### config.mk
export PLATFORM = sky130hd
export DESIGN_NAME = testpat_rotfifo
export DESIGN_NICKNAME = d
export VERILOG_FILES = /design/src/rtl/tpf_pkg.sv /design/src/rtl/tpf_store.sv /design/src/rtl/tpf_ctrl.sv /design/src/rtl/testpat_rotfifo.sv
export SDC_FILE = /design/constraint.sdc
export NUM_CORES = 1
export LEC_CHECK = 0
export ABC_AREA = 1
export BUFFER_PORTS_ARGS = -buffer_cell sky130_fd_sc_hd__buf_2
export CORE_ASPECT_RATIO = 0.7
export CORE_MARGIN = 8
export CORE_UTILIZATION = 40
export DETAILED_ROUTE_END_ITERATION = 12
export MAX_ROUTING_LAYER = met4
export PLACE_DENSITY = 0.61
export SKIP_CTS_REPAIR_TIMING = 1
export SLEW_MARGIN = 10
export SYNTH_ARGS = -nofsm -noshare
export SYNTH_HDL_FRONTEND = slang
export SYNTH_SLANG_ARGS = --single-unit
### constraint.sdc
create_clock -name clk -period 3.08 [get_ports clk]
set_input_delay 0.154 -clock clk [delete_from_list [all_inputs] [get_ports clk]]
set_output_delay 0.154 -clock clk [all_outputs]
set_load 0.05 [all_outputs]
### src/rtl/tpf_pkg.sv
package tpf_pkg;
  localparam int TP_CELLS   = 8;
  localparam int TP_WORD_W  = 48;
  localparam int TP_CHUNK_W = 8;
  localparam int TP_CHUNKS  = TP_WORD_W / TP_CHUNK_W;
  localparam int TP_CELL_W  = $clog2(TP_CELLS);
  localparam int TP_POS_W   = $clog2(TP_CHUNKS);

  // strobes from control to datapath
  typedef struct packed {
    logic                 wrEn;
    logic [TP_CELL_W-1:0] wrCell;
    logic [TP_POS_W-1:0]  wrChunk;
    logic [TP_CELL_W-1:0] rdCell;
  } tpfCtl_t;
endpackage

### src/rtl/tpf_store.sv
module tpf_store
  import tpf_pkg::*;
(
  input  logic                  clk,
  input  logic                  rstN,
  input  tpfCtl_t               ctl,
  input  logic [TP_CHUNK_W-1:0] chunkIn,
  output logic [TP_WORD_W-1:0]  wordOut
);
  logic [TP_WORD_W-1:0] cellQ [TP_CELLS];

  for (genvar c = 0; c < TP_CELLS; c++) begin : g_cell
    for (genvar k = 0; k < TP_CHUNKS; k++) begin : g_chunk
      always_ff @(posedge clk or negedge rstN) begin
        if (!rstN)
          cellQ[c][k*TP_CHUNK_W +: TP_CHUNK_W] <= '0;
        else if (ctl.wrEn && ctl.wrCell == TP_CELL_W'(c) && ctl.wrChunk == TP_POS_W'(k))
          cellQ[c][k*TP_CHUNK_W +: TP_CHUNK_W] <= chunkIn;
      end
    end
  end

  // top bit cleared so words read as data words
  assign wordOut = {1'b0, cellQ[ctl.rdCell][TP_WORD_W-2:0]};
endmodule

### src/rtl/tpf_ctrl.sv
module tpf_ctrl
  import tpf_pkg::*;
(
  input  logic    clk,
  input  logic    rstN,
  input  logic    patternReq,
  input  logic    newData,
  input  logic    ready,
  output tpfCtl_t ctl,
  output logic    valid
);
  localparam logic [TP_POS_W-1:0]  LAST_CHUNK = TP_POS_W'(TP_CHUNKS - 1);
  localparam logic [TP_CELL_W-1:0] LAST_CELL  = TP_CELL_W'(TP_CELLS - 1);

  logic                 newPrev;
  logic                 wrStrobe;
  logic [TP_CELL_W-1:0] wrCell;
  logic [TP_POS_W-1:0]  wrChunk;
  logic                 active;
  logic [TP_CELL_W-1:0] rdCell;
  logic                 accept;

  assign wrStrobe = newData & ~newPrev;
  assign accept   = active & ready;

  always_ff @(posedge clk or negedge rstN) begin
    if (!rstN) begin
      newPrev <= 1'b0;
      wrCell  <= '0;
      wrChunk <= '0;
    end else begin
      newPrev <= newData;
      if (wrStrobe) begin
        if (wrChunk == LAST_CHUNK) begin
          wrChunk <= '0;
          wrCell  <= wrCell + 1'b1;
        end else begin
          wrChunk <= wrChunk + 1'b1;
        end
      end
    end
  end

  always_ff @(posedge clk or negedge rstN) begin
    if (!rstN) begin
      active <= 1'b0;
      rdCell <= '0;
    end else if (accept) begin
      if (rdCell == LAST_CELL) begin
        rdCell <= '0;
        active <= patternReq;
      end else begin
        rdCell <= rdCell + 1'b1;
      end
    end else if (!active && patternReq) begin
      active <= 1'b1;
      rdCell <= '0;
    end
  end

  always_comb begin
    ctl.wrEn    = wrStrobe;
    ctl.wrCell  = wrCell;
    ctl.wrChunk = wrChunk;
    ctl.rdCell  = rdCell;
  end

  assign valid = active;
endmodule

### src/rtl/testpat_rotfifo.sv
module testpat_rotfifo
  import tpf_pkg::*;
(
  input  logic                  clk,
  input  logic                  rstN,
  input  logic                  cfgPatternReq,
  input  logic [TP_CHUNK_W-1:0] cfgPatternData,
  input  logic                  cfgNewData,
  input  logic                  outReady,
  output logic [TP_WORD_W-1:0]  outWord,
  output logic                  outValid
);
  tpfCtl_t ctl;

  tpf_ctrl ctrl_i (
    .clk        (clk),
    .rstN       (rstN),
    .patternReq (cfgPatternReq),
    .newData    (cfgNewData),
    .ready      (outReady),
    .ctl        (ctl),
    .valid      (outValid)
  );

  tpf_store store_i (
    .clk     (clk),
    .rstN    (rstN),
    .ctl     (ctl),
    .chunkIn (cfgPatternData),
    .wordOut (outWord)
  );
endmodule

==> results of run 1 <==
[metal layers]
layer / up-vias / global-route usage / routed length [µm]
met5: - / - / 0
met4: 0 / 0.0480 / 1040
met3: 88 / 0.0420 / 4240
met2: 466 / 0.304 / 23600
met1: 8033 / 0.305 / 27500
li1: 8175 / - / -
[report_power, final]
| group | switching, W | total [W] | internal, W |
|---|---|---|---|
| registers | 0.000979 | 0.00775 | 0.00677 |
| clock network | 0.00211 | 0.00513 | 0.00301 |
| logic | 0.00721 | 0.00995 | 0.00274 |
[worst reg2reg max path, stage by stage (launching register included)]
cell,delay [ps]
dfrtp_1,350
inv_1,70
nand2_1,280
nor2_1,560
nand2_1,480
nand2_1,160
o21ai_0,100
[per-stage QoR]
step                      hold slack [ps]  std cells  setup slack [ps]  total power (W)   util
after floorplan                      -142       2705              1250           0.0148      -
after global placement                300       3259               954           0.0175  0.421
after detailed placement              312       3259               946           0.0177  0.421
after CTS                            -269       3334               354           0.0229  0.450
after global routing                 23.5       3339               232           0.0246  0.451
final                                14.6       3339               380           0.0228  0.451
[cells in the final DEF (no fill, tap or decap), types with 3 or more instances in the layout]
cell type | netlist | layout
dfrtp_1 | 387 | 384
nor2_1 | 8 | 5
clkbuf_16 | 0 | 45
nor2_2 | 2 | 5
clkbuf_8 | 0 | 11
buf_4 | 5 | 30
nand2_1 | 1148 | 1148
clkinv_2 | 0 | 6
inv_1 | 397 | 395
clkbuf_1 | 133 | 12
buf_12 | 0 | 9
dlygate4sd3_1 | 0 | 4
nor3_4 | 3 | 3
nand3_1 | 286 | 286
buf_2 | 12 | 59
o21ai_0 | 288 | 288
ha_1 | 9 | 9
[sequential cells by signal, summed over array words and instances, names as in the netlist]
signal / count
ctrl_i.wrCell: 3
ctrl_i.wrChunk: 3
ctrl_i.rdCell: 3
ctrl_i.newPrev: 1
store_i.cellQ: 376
ctrl_i.valid: 1
[final cells by class]
cell class	count	area, µm²	share of cell area
well taps	621	777	0.0360
clock inverters	7	62.6	0.00290
inverters	401	1510	0.0701
clock buffers	68	1320	0.0613
repair buffers	103	756	0.0350
diodes	1	2.50	0.000116
flip-flops and latches	387	9690	0.449
multi-input cells	1751	7440	0.345
[kinds of logic (layout without fill, tap and decap cells)]
| family | after synthesis | after routing |
|---|---|---|
| and+or+nand+nor | 1451 | 1451 |
| buffers and inverters | 567 | 579 |
| DFF | 387 | 387 |
| AOI/OAI and AO/OA | 288 | 288 |
| adders and majority gates | 9 | 9 |
| xor gates and xnor gates | 2 | 2 |
| other | 1 | 2 |
[worst min path at each step]
stage               startpoint            endpoint  slack [ps]  cells after the start
CTS                       rstN   store_i.cellQ[49]        -270                      1
detailed placement        rstN  store_i.cellQ[137]         310                      1
finish                outReady    ctrl_i.rdCell[1]          10                      5
global route          outReady    ctrl_i.rdCell[0]          20                      5
global placement          rstN  store_i.cellQ[329]         300                      1
floorplan                 rstN      ctrl_i.newPrev        -140                      0
==> flow_summary.ini, run 1 <==
[clock_network]
clkTransAtPathRegs_ps = 60
cts_tree = built
cts_buffer_depth = 3
clk_latency_ps = 560
numCtsBuffers = 42
clock-sinks = 387
htree_levels = 2
clock-root-buffer = clkbuf_16

[logic_synthesis]
ys_seq_elements = 387
syn_area_per_cell_um2 = 7.13
async_flop_share = 1.00
yosys.area.top_type = dfrtp_1
synth_warnings = 0
synth_enable_flop_cells = 0
yosys.area.top_type_share = 0.502
synth_area_leaders = dfrtp_1 50%, nand2_1 22%, inv_1 7.7%, o21ai_0 7.5%, nand3_1 7.4%
synth_top_family_by_area = simple AND/OR/NAND/NOR gates
ys_types = 20
synth-compound-area-share = 0.0747
netlist_area_mm2 = 0.0193
synth_common_cells = 1148 x nand2_1, 397 x inv_1, 387 x dfrtp_1
synthSimpleGateAreaFrac = 0.304
yosys.cell_count.top_type = nand2_1
synth_adder_area_share = 0.00584
synth-main-ff-cell = dfrtp_1
synth_nets = 2727
synth_xor_area_frac = 0.000908
synthMuxAreaShare = 0
synthCells = 2705
ys_seq_area_frac = 0.502

[sta]
slew_headroom = 0.312
slew_viol_final = 0
tns_ps = 0
fmax_ghz = 0.370
hold_viol = 0
setup_viol = 0
fin_crit_sh = 0.877
skew_ps = 20.8
post-route-min-period_ps = 2700
rsz0062_at_grt = no
tightest_slew_ps = 1030

[global_route]
grt_pass1_wl_um = 91600
grt_pass1_vias = 16300
antenna_found_initial = 1
grt-ovfl-total = 0
grt_util_all_layers = 0.211
grt_start_max_net_pins = 105

[route]
vias = 16800
drc = 0
drtAntennaViolNets = 0
drt_first_pass_iters = 5
drt-total-wl_um = 56300
vias_per_cell = 5.02
wire_per_inst_um = 16.9
drtIter0Drc = 1596

[setup_path]
crit_end = outWord[30]
path_common_cell = nand2_1
cp_slowest_cell = dfrtp_4
reg2reg_to = store_i.cellQ[69]
cp_cell_sequence = inv_6, buf_12, nand2_1, nand3_1, nand2_1, nand2_1, nand2_1, buf_2
setup.worst_path.start_class = flop
critPathLaunch = ctrl_i.rdCell[0]
crit_buf_inv = 3
worst-setup-path-type = flop to output port
required_ps = 2930
slowest_delay_ps = 520
critical_path.max_fanout = 80
worst_setup_path_end_kind = output port
r2r_start = ctrl_i.newPrev
r2r_setup_slack_ps = 920
path_delay_family = buffers and inverters
r2r_cells = 6
arrival_ps = 2550
crit_cells = 8

[hold_path]
hold_path_class = input port to flop

[final_layout]
drive_gt1_frac = 0.0666
finalNetCount = 2708
layout-area-overhead-vs-synth_pct = 11.8
final_area_mm2 = 0.0216
fillers = 4919

[power_and_ir_drop]
ir_worst_vdd_v = 0.00114
power_density_mw_per_mm2 = 1060
p_leak_nw = 11.3

[place]
dp.final_hpwl_um = 34800
io_buffers = 60
gp_congestion = 0.860
placed_area_mm2 = 0.0201

[die]
rows = 67
start_util = 0.404
die_width_um = 279
die_h_um = 200
die_area_mm2 = 0.0556
io_pins = 62
design.core.area_mm2 = 0.0478

[run]
drv_cap = 0

[run_status]
status = completed
Note: power is estimated with default switching activity, not from simulation.
==> run 2: changes to the inputs <==
==> constraint.sdc (replaced) <==
create_clock -name clk -period 3.08 [get_ports clk]
set_input_delay 0.154 -clock clk [delete_from_list [all_inputs] [get_ports clk]]
set_output_delay 0.154 -clock clk [all_outputs]
set_load 0.005 [all_outputs]
==> run 2 against run 1 <==
The run now ends with negative hold slack left. Combinational power fell by 18%. Sequential cell count did not move. Critical endpoint is now outWord[8]. Critical path depth fell by 1. Clock skew fell by 4.7 ps. Fmax fell by 3.3%. Via count fell by 0.26%. Sequential power barely moved. Largest cell class unchanged. Clock-buffer cell count fell by 14. Register-to-register slack got worse by 230 ps. Non-clock buffer count did not move. Utilization fell by 0.23 points.
==> flow_summary.ini, run 2 (synthesis gave the netlist of run 1 again) <==
[run_status]
status = finished with violations
violations = negative hold slack

[sta]
hold_ws_ps = -10.0
fmax_ghz = 0.358
setup_viol = 0
slew_viol_final = 0
slew_headroom = 0.267
tightest_slew_ps = 1100
rsz0062_at_grt = no
post-route-min-period_ps = 2790
tns_ps = 0
hold_viol = 2
fin_crit_sh = 0.907
skew_ps = 16.1

[clock_network]
clk_latency_ps = 540
cts_tree = built
htree_levels = 2
clock-root-buffer = clkbuf_16
clkTransAtPathRegs_ps = 70
numCtsBuffers = 39
clock-sinks = 387
cts_buffer_depth = 3

[setup_path]
setup.worst_path.start_class = flop
required_ps = 2930
cp_cell_sequence = clkinv_2, buf_12, nand3_1, nand2_1, nand2_1, nand2_1, buf_2
critical_path.max_fanout = 38
arrival_ps = 2640
worst_setup_path_end_kind = output port
worst-setup-path-type = flop to output port
slowest_delay_ps = 570
cp_slowest_cell = dfrtp_4
path_common_cell = nand2_1

[die]
design.core.area_mm2 = 0.0478
rows = 67
start_util = 0.404
die_h_um = 200
io_pins = 62
die_width_um = 279
die_area_mm2 = 0.0556

[route]
drt-total-wl_um = 55500
wire_per_inst_um = 16.7
vias = 16700
drt_first_pass_iters = 5
drc = 0
vias_per_cell = 5.02
drtIter0Drc = 1749
drtAntennaViolNets = 0

[place]
placed_area_mm2 = 0.0201
dp.final_hpwl_um = 35100
gp_congestion = 0.844
io_buffers = 60
placedCellCount = 3259

[power_and_ir_drop]
power_density_mw_per_mm2 = 973
power_w = 0.0209
ir_worst_vdd_v = 0.000844
p_leak_nw = 11.2

[final_layout]
final_area_mm2 = 0.0215
layout-area-overhead-vs-synth_pct = 11.2
layout_commonest_cell = nand2_1
diodes = 0
stdcell_count = 3330
largest_reg_flops = 376
most-common-layout-cells = 1148 x nand2_1, 394 x inv_1, 384 x dfrtp_1
finalNetCount = 2705
top_register = store_i.cellQ
drive_gt1_frac = 0.0661

[global_route]
grt-ovfl-total = 0
grt_pass1_vias = 16200
grt_start_max_net_pins = 191
grt_pass1_wl_um = 90200
antenna_found_initial = 0
grt_util_all_layers = 0.207

[hold_path]
hold_path_class = input port to flop

[run]
drv_cap = 0
[run 2: layer usage]
metal  vias to the layer above  share of wire  track usage
li1                       8159              -            -
met1                      8013           0.51        0.309
met2                       482           0.41        0.296
met3                        64          0.065       0.0344
met4                         0          0.016       0.0424
met5                         -              0            -
[run 2: path summary, 6_finish.rpt]
| path | from | to | slack [ps] | depth (start not counted) |
|---|---|---|---|---|
| worst max-delay path | ctrl_i.rdCell[1] | outWord[8] | 290 | 7 |
| worst min-delay path | outReady | ctrl_i.rdCell[1] | -10 | 5 |
| worst max register to register | ctrl_i.rdCell[0] | ctrl_i.valid | 690 | 7 |
| worst min register to register | store_i.cellQ[345] | store_i.cellQ[345] | 470 | 2 |
| max in group asynchronous | rstN | store_i.cellQ[297] | 1960 | 3 |
| min in group asynchronous | rstN | store_i.cellQ[90] | 210 | 2 |
[run 2: power by group]
| group | internal (W) | switching, W |
|---|---|---|
| combinational | 0.00273 | 0.00543 |
| clock | 0.00291 | 0.00204 |
| sequential | 0.00677 | 0.00100 |
[run 2: layout make-up]
type / instances / area [µm²]
clock buffers: 54 / 1130
clock inverters: 13 / 169
fillers: 4819 / 26300
inverters: 401 / 1510
multi-input cells: 1751 / 7440
flip-flops and latches: 387 / 9690
well taps: 621 / 777
repair buffers: 103 / 731
[run 2: critical path: cells and delay by family, from the launching register on]
kind,cells,cell delay [ps]
buffers and inverters,3,1110
AND/OR/NAND/NOR,4,410
flip-flops,1,570
[run 2: per-stage QoR]
step                      setup slack (ps)  utilization  hold WS, ps
after global routing                   170        0.449         25.0
after global placement                 820        0.421          195
after CTS                              279        0.448         -375
after detailed placement               823        0.421          200
after floorplan                       1480            -         -142
final                                  287        0.449        -10.0
==> run 3: changes to the inputs <==
--- a/config.mk
+++ b/config.mk
@@ -9,10 +9,10 @@
 export BUFFER_PORTS_ARGS = -buffer_cell sky130_fd_sc_hd__buf_2
 export CORE_ASPECT_RATIO = 0.7
 export CORE_MARGIN = 8
-export CORE_UTILIZATION = 40
+export CORE_UTILIZATION = 56
 export DETAILED_ROUTE_END_ITERATION = 12
 export MAX_ROUTING_LAYER = met4
-export PLACE_DENSITY = 0.61
+export PLACE_DENSITY = 0.73
 export SKIP_CTS_REPAIR_TIMING = 1
 export SLEW_MARGIN = 10
 export SYNTH_ARGS = -nofsm -noshare
==> run 3 against run 2 <==
The flow now finishes without violations. Sequential share of layout area is 0.26 points higher. Sequential power is 0.8% higher. Critical path depth stayed put. Largest power group unchanged. Highest routed layer unchanged.
==> flow_summary.ini, run 3 (synthesis gave the netlist of run 1 again) <==
[clock_network]
htree_levels = 2
cts_tree = built
clkTransAtPathRegs_ps = 60
clk_latency_ps = 550
clock-root-buffer = clkbuf_16
cts_buffer_depth = 3
numCtsBuffers = 38
clock-sinks = 387

[setup_path]
crit_buf_inv = 2
arrival_ps = 2580
cp_slowest_cell = buf_12
worst_setup_path_end_kind = output port
slowest_delay_ps = 620
crit_cells = 7
required_ps = 2930
r2r_start = ctrl_i.newPrev
critical_path.max_fanout = 190
setup.worst_path.start_class = flop
r2r_cells = 5
path_delay_family = buffers and inverters
critPathLaunch = ctrl_i.rdCell[0]
path_common_cell = nand2_1
cp_cell_sequence = buf_12, nand2_1, nand3_1, nand2_1, nand2_1, nand2_1, buf_2
worst-setup-path-type = flop to output port
r2r_setup_slack_ps = 680

[die]
die_h_um = 171
die_width_um = 238
die_area_mm2 = 0.0408
io_pins = 62
design.core.area_mm2 = 0.0343
start_util = 0.563
rows = 57

[route]
wire_per_inst_um = 16.8
drt_first_pass_iters = 6
vias_per_cell = 5.34
drtAntennaViolNets = 0
drt-total-wl_um = 53400
vias = 17000
drc = 0
drtIter0Drc = 1833

[global_route]
grt_util_all_layers = 0.273
grt_pass1_vias = 16200
grt_util_met1 = 0.382
grt_pass1_wl_um = 87100
grt-ovfl-total = 0
top_usage_layer = met2
use_met3 = 0.0451
antenna_found_initial = 0
grt_start_max_net_pins = 191
grtUsageMet2 = 0.407

[final_layout]
top_register = store_i.cellQ
finalNetCount = 2702
layout_commonest_cell = nand2_1
largest_reg_flops = 376
most-common-layout-cells = 1148 x nand2_1, 393 x inv_1, 384 x dfrtp_1
drive_gt1_frac = 0.0672
seq_area_mm2 = 0.00969
post-route-util = 0.622
layout-area-overhead-vs-synth_pct = 10.6
fillers = 3062
multiInputGateArea_mm2 = 0.00744
diodes = 0

[sta]
hold_viol = 0
hold_ws_ps = 4.16
slew_viol_final = 0
slew_headroom = 0.325
setup_viol = 0
tightest_slew_ps = 1010
post-route-min-period_ps = 2730
fin_crit_sh = 0.886
fmax_ghz = 0.366
skew_ps = 15.8
rsz0062_at_grt = no
tns_ps = 0

[power_and_ir_drop]
power_density_mw_per_mm2 = 987
power_w = 0.0211
p_leak_nw = 11.3
ir_worst_vdd_v = 0.00109

[place]
dp.final_hpwl_um = 32400
gp_congestion = 0.844
io_buffers = 60

[run_status]
status = completed

[hold_path]
hp-start = outReady
hold_path_depth = 5
hold_path_class = input port to flop

[run]
drv_cap = 0
## run 3: cell types whose count changed in the layout (fill, tap and decap cells not counted)
| cell | delta |
|---|---|
| inv_1 | -1 |
| clkbuf_1 | -2 |
| clkinv_1 | +1 |
| bufinv_16 | +2 |
| clkinv_4 | -1 |
| clkinv_2 | -1 |
| clkinvlp_4 | +1 |
| buf_12 | -2 |
| clkbuf_8 | +4 |
## run 3: final cells by class
class                   instances  share of cell area
flip-flops and latches        387               0.454
multi-input cells            1751               0.349
inverters                     401              0.0708
clock buffers                  56              0.0554
repair buffers                101              0.0324
well taps                     472              0.0277
clock inverters                14              0.0104
## run 3: through the flow
step | std cells | setup slack (ps) | area (µm²)
after detailed placement | 3108 | 775 | 19900
after global placement | 3108 | 876 | 19900
after CTS | 3178 | 400 | 21300
after floorplan | 2705 | 1480 | 19300
after global routing | 3182 | 259 | 21300
final | 3182 | 350 | 21300
## run 3: worst paths after layout
| path | to |
|---|---|
| max in group asynchronous | store_i.cellQ[29] |
| hold / removal | ctrl_i.rdCell[2] |
| min in group asynchronous | store_i.cellQ[328] |
| hold reg to reg | store_i.cellQ[349] |
| setup / recovery | outWord[45] |
| setup reg to reg | store_i.cellQ[208] |
## run 3: power breakdown
| part | switching [W] | internal, W |
|---|---|---|
| sequential | 0.00106 | 0.00677 |
| combinational | 0.00534 | 0.00270 |
| clock | 0.00202 | 0.00317 |
## run 3: worst register-to-register path: cells and delay by family, from the launching register on
| kind | cells | cell delay, ps |
|---|---|---|
| AND/OR/NAND/NOR | 3 | 1550 |
| flip-flops | 1 | 360 |
| AO/OA/AOI/OAI | 1 | 330 |
| buffers and inverters | 1 | 70 |
## run 3: per-layer routing
layer / vias up / share of wire
met1: 8114 / 0.45
met3: 111 / 0.084
met2: 629 / 0.43
li1: 8149 / -
met4: 0 / 0.031
met5: - / 0
